### src/rtl/cmp5_pkg.sv
`timescale 1ns/1ps
package cmp5_pkg;

  // three-input parity primitive used by the sum path
  function automatic logic xor3(input logic x, input logic y, input logic z);
    return x ^ y ^ z;
  endfunction

  // AND-OR of all pairs: one six-input AO222 gate, i.e. a majority of three
  function automatic logic ao222_maj(input logic x, input logic y, input logic z);
    return (x & y) | (y & z) | (x & z);
  endfunction

endpackage

### src/rtl/cmp5_sum_path.sv
`timescale 1ns/1ps
module cmp5_sum_path
  import cmp5_pkg::*;
(
  input  logic x1,
  input  logic x2,
  input  logic x3,
  input  logic x4,
  input  logic cin,
  output logic part_o,
  output logic sum_o
);

  // first stage: parity of three operand bits; second: fold in x4 and carry
  always_comb begin
    part_o = xor3(x1, x2, x3);
    sum_o  = xor3(part_o, x4, cin);
  end

  // sum equals odd parity of all five inputs
  always_comb begin
    a_r1_sum_parity: assert (sum_o == ($countones({x1, x2, x3, x4, cin}) % 2 == 1))
      else $error("R1 sum parity mismatch");
  end

endmodule

### src/rtl/cmp5_carry_path.sv
`timescale 1ns/1ps
module cmp5_carry_path
  import cmp5_pkg::*;
(
  input  logic x1,
  input  logic x2,
  input  logic x3,
  input  logic x4,
  input  logic cin,
  input  logic part_i,
  output logic hcarry_o,
  output logic vcarry_o
);

  // horizontal carry uses only this column's operands: no ripple
  always_comb begin
    hcarry_o = ao222_maj(x1, x2, x3);
    vcarry_o = ao222_maj(part_i, x4, cin);
  end

  // horizontal carry set exactly when two or more of x1..x3 are set
  always_comb begin
    a_r2_hcarry_count: assert (hcarry_o == ($countones({x1, x2, x3}) >= 2))
      else $error("R2 horizontal carry mismatch");
  end

endmodule

### src/rtl/cmp5_cell.sv
`timescale 1ns/1ps
module cmp5_cell (
  input  logic x1,
  input  logic x2,
  input  logic x3,
  input  logic x4,
  input  logic cin,
  output logic sum_o,
  output logic vcarry_o,
  output logic hcarry_o
);

  logic part;

  cmp5_sum_path u_sum (
    .x1     (x1),
    .x2     (x2),
    .x3     (x3),
    .x4     (x4),
    .cin    (cin),
    .part_o (part),
    .sum_o  (sum_o)
  );

  cmp5_carry_path u_carry (
    .x1       (x1),
    .x2       (x2),
    .x3       (x3),
    .x4       (x4),
    .cin      (cin),
    .part_i   (part),
    .hcarry_o (hcarry_o),
    .vcarry_o (vcarry_o)
  );

  // ones count is conserved across the three outputs of the cell
  always_comb begin
    a_r4_cell_count: assert ($countones({x1, x2, x3, x4, cin}) ==
                             int'(sum_o) + 2 * (int'(vcarry_o) + int'(hcarry_o)))
      else $error("R4 cell count not conserved");
  end

  // vertical carry never set while fewer than two inputs are set
  always_comb begin
    a_r3_vcarry_needs_two: assert (!vcarry_o || ($countones({x1, x2, x3, x4, cin}) >= 2))
      else $error("R3 vertical carry with too few inputs");
  end

endmodule

### src/rtl/cmp5_row.sv
`timescale 1ns/1ps
module cmp5_row #(
  parameter int N = 16
) (
  input  logic [N-1:0] a_i,
  input  logic [N-1:0] b_i,
  input  logic [N-1:0] c_i,
  input  logic [N-1:0] d_i,
  input  logic         cin_i,
  output logic [N-1:0] sum_o,
  output logic [N-1:0] vcarry_o,
  output logic         hcarry_o
);

  localparam int W = N + 3;

  // chain[i] is the carry entering column i; chain[N] leaves the row
  logic [N:0] chain;

  assign chain[0] = cin_i;

  for (genvar i = 0; i < N; i++) begin : g_col
    cmp5_cell u_cell (
      .x1       (a_i[i]),
      .x2       (b_i[i]),
      .x3       (c_i[i]),
      .x4       (d_i[i]),
      .cin      (chain[i]),
      .sum_o    (sum_o[i]),
      .vcarry_o (vcarry_o[i]),
      .hcarry_o (chain[i+1])
    );
  end

  assign hcarry_o = chain[N];

  // weighted row total is preserved
  logic [W-1:0] tot_in, tot_out;
  always_comb begin
    tot_in  = W'(a_i) + W'(b_i) + W'(c_i) + W'(d_i) + W'(cin_i);
    tot_out = W'(sum_o) + (W'(vcarry_o) << 1) + (W'(hcarry_o) << N);
    a_r7_row_total: assert (tot_in == tot_out)
      else $error("R7 row total not preserved");
  end

endmodule

### config.mk
export PLATFORM = sky130hd
export DESIGN_NAME = cmp5_row
export DESIGN_NICKNAME = d
export VERILOG_FILES = /design/src/rtl/cmp5_pkg.sv /design/src/rtl/cmp5_sum_path.sv /design/src/rtl/cmp5_carry_path.sv /design/src/rtl/cmp5_cell.sv /design/src/rtl/cmp5_row.sv
export SDC_FILE = /design/constraint.sdc
export NUM_CORES = 1
export LEC_CHECK = 0
export ABC_AREA = 0
export CORE_ASPECT_RATIO = 1.4
export CORE_MARGIN = 10
export CORE_UTILIZATION = 45
export DETAILED_ROUTE_END_ITERATION = 10
export DONT_BUFFER_PORTS = 1
export PLACE_DENSITY = 0.63
export SLEW_MARGIN = 40
export SYNTH_ARGS = -nofsm -noshare
export SYNTH_HDL_FRONTEND = slang
export SYNTH_SLANG_ARGS = --single-unit
### constraint.sdc
create_clock -name vclk -period 4.1
set_input_delay 0.205 -clock vclk [all_inputs]
set_output_delay 0.205 -clock vclk [all_outputs]
set_load 0.005 [all_outputs]
Word-level counts from Yosys, hierarchy flattened
Cells that the tools add are included.
- register bits after elaboration: 0
- latch bits: 0
- memory bits (writable): 0
- bits in read-only memories: 0
- input port bits: 65
- output and inout bits: 33
- memories: 0
- add/subtract/negate cells: 0
- $mul: 0
- divide/modulo/power cells: 0
- magnitude comparators: 0
- equal/unequal tests: 0
- shift operators: 0
- multiplexer cells: 0
- bitwise logic cells: 224
- reduce and logical (&&, ||, !) cells: 0
- operators by type and width (kind ; number):
    1-bit AND ; 96
    1-bit OR ; 64
    1-bit bitwise XOR ; 64

Logic depth before layout (Yosys ltp)
- depth after elaboration: 6
- gate-level depth with buffers: 5

Hierarchy
Synthesis repeated with hierarchy kept, for this count alone.
- cell total of the unflattened synthesis: 96
- area, all modules: 1261.2 µm²
- modules (own cells, without submodules) (module ; times used ; cells each ; area each (µm²) ; seq. area each (µm²)):
    cmp5_sum_path ; 16 ; 4 ; 56.3 ; 0.0
    cmp5_carry_path ; 16 ; 2 ; 22.5 ; 0.0

Worst setup path before layout
Ideal clock, no wire load.
- path kind: input to output
- start point: input a_i[15]
- end point: output sum_o[15]
- arrival time: 1396 ps
- data required time: 3895 ps
- setup slack: 2499 ps
- stages: 5
- buffers on the path: 1
- path through: inv_1 fa_1 inv_1 fa_1 buf_4
- longest elaborated chain between the ends: 4
- ends and longest elaborated chain (what ; line ; source):
    from (decl) ; cmp5_row.sv:5 ; input logic [N-1:0] a_i,
    1-bit bitwise XOR (4 in series) ; cmp5_pkg.sv:6 ; return x ^ y ^ z;
    to (decl) ; cmp5_row.sv:10 ; output logic [N-1:0] sum_o,
Every way passes these cells.

Final worst setup path
Same ends and word-level chain as after synthesis.

==> flow_summary.yaml <==
detailed_routing:
  ant_nets: 0
  wl_per_cell_um: 31.9
  route.vias.total: 355
  first_pass_iters: 2
  drc_errors: 0
  drt-initial-drc-count: 2
  wl_mm: 2.01
  viasPerCell: 5.63
sta:
  slew_headroom_pct: 91.5
  tightest_slew_ns: 0.127
  max_clock_freq_mhz: 645
  hold_violations: 0
  fin_crit_ns: 1.55
  timing.final.crit_share_pct: 37.8
  rsz0062_at_grt: "no"
  setup-tns-final_ns: 0
  setup_violations: 0
  maxSlewViolCount: 0
synthesis:
  synth_cells: 74
  yosys.cell_types.count: 3
  syn_avg_cell_area_um2: 12.4
  synth.mux.area_fraction_pct: 0
  yosys.area_share.xor_xnor_pct: 0
  syn-num-nets: 171
  ys_seq_area_share_pct: 0
  synthesis.area_um2: 918
  yosys.area.top_type_share_pct: 69.8
  synth.top_cells.by_area: "fa_1 70%, buf_4 26%, inv_1 4.1%"
  synth-compound-area-share_pct: 0
  synth_fa_ha_area_share_pct: 69.8
  synth_top_family_by_area: "adder cells"
  synth-simple-area-share_pct: 0
  synth_top_area_cell: "fa_1"
  yosys_warnings: 0
worst_hold_path:
  min-delay-path-class: "in -> out"
  hold_path_end: "vcarry_o[7]"
  holdPathStages: 1
  min-delay-start: "d_i[7]"
job:
  cap_violations: 0
worst_setup_path:
  cp_data_arrival_time_ns: 1.35
  critPathMaxFanout: 1
  cp-start-kind: "primary input"
  end_kind: "primary output"
  required_ns: 3.89
  worstSetupPathType: "in -> out"
finish:
  fin_nets: 141
  num_antenna_cells: 0
  final_cell_mix: "32 x fa_1, 10 x inv_1"
  fillers: 182
  multi_input_area_um2: 641
  final_cells: 63
  syn_to_final_growth_pct: -23.3
  mostFrequentLayoutCell: "fa_1"
  clock_buffers: 0
  design.seq.count: 0
  seq_area_um2: 0
  drive_gt1_share_pct: 0
  fin_util_pct: 36.1
grt:
  grt_max_degree: 2
  gr-usage-all-layers_pct: 8.38
  grt_pass1_vias: 541
  grt_first_pass_wirelength_mm: 2.93
  antenna_found_initial: 0
  grt.overflow.total: 0
placement:
  dp_hpwl_mm: 2.11
  placed_cells: 63
  place_congestion: 0.585
  numPortBuffers: 0
die:
  die_x_um: 58.2
  initial_core_util_pct: 47.1
  rows: 19
  core_area_mm2: 0.00195
  ios: 98
  die_h_um: 73.5
  dieArea_mm2: 0.00427
clock_tree:
  cts-resized-gates: 0
  hold_buffers: 0
  post-cts-setup-buffer-count: 0
power_and_ir_drop:
  power_leakage_nw: 0.287
  vdd_drop_max_v: 0.0000677
  power.density_mw_per_mm2: 164
status:
  status: "finished, final reports clean"
==> stage by stage <==
| stage | instance area (µm²) | setup slack [ns] | hold WS (ns) | total power, mW |
|---|---|---|---|---|
| detailed placement | 704 | 2.53 | 0.583 | 0.124 |
| global route | 704 | 2.50 | 0.588 | 0.136 |
| CTS | 704 | 2.53 | 0.582 | 0.123 |
| finish | 704 | 2.55 | 0.579 | 0.116 |
| global placement | 704 | 2.54 | 0.582 | 0.120 |
| floorplan | 918 | 2.50 | 0.640 | 0.168 |
==> synthesized netlist by cell type, drive strengths merged <==
master  number
inv         10
fa          32
buf         32
==> critical path: stages <==
cell   delay (ns)
inv_1        0.03
fa_1         0.53
inv_1        0.05
fa_1         0.53
==> layer usage <==
metal	up-vias	track usage [%]	wire length, µm
li1	116	-	-
met5	-	0	0
met2	61	15.2	1050
met4	0	0	0
met3	0	6.90	440
met1	178	7.39	515
==> worst max-delay path by stage <==
stage | startpoint | endpoint | slack [ns]
floorplan | a_i[15] | sum_o[15] | 2.50
global placement | a_i[15] | sum_o[15] | 2.54
detailed placement | a_i[15] | sum_o[15] | 2.53
CTS | a_i[15] | sum_o[15] | 2.53
global route | a_i[15] | sum_o[15] | 2.50
finish | a_i[15] | sum_o[15] | 2.55
==> area by class of cell <==
class / count / area share (%)
tap: 21 / 3.73
inverter: 10 / 5.33
multi-input combinational: 32 / 90.9
==> where the power goes <==
group | leakage (nW) | switching, mW | total [mW] | internal (mW)
combinational | 0.287 | 0.0610 | 0.116 | 0.0548
clock | 0 | 0 | 0 | 0
sequential | 0 | 0 | 0 | 0
==> cell families after synthesis <==
kind of cell	Yosys count
adder cells (fa/ha/maj)	32
buffers and inverters	42
(Power assumes the default switching activity.)
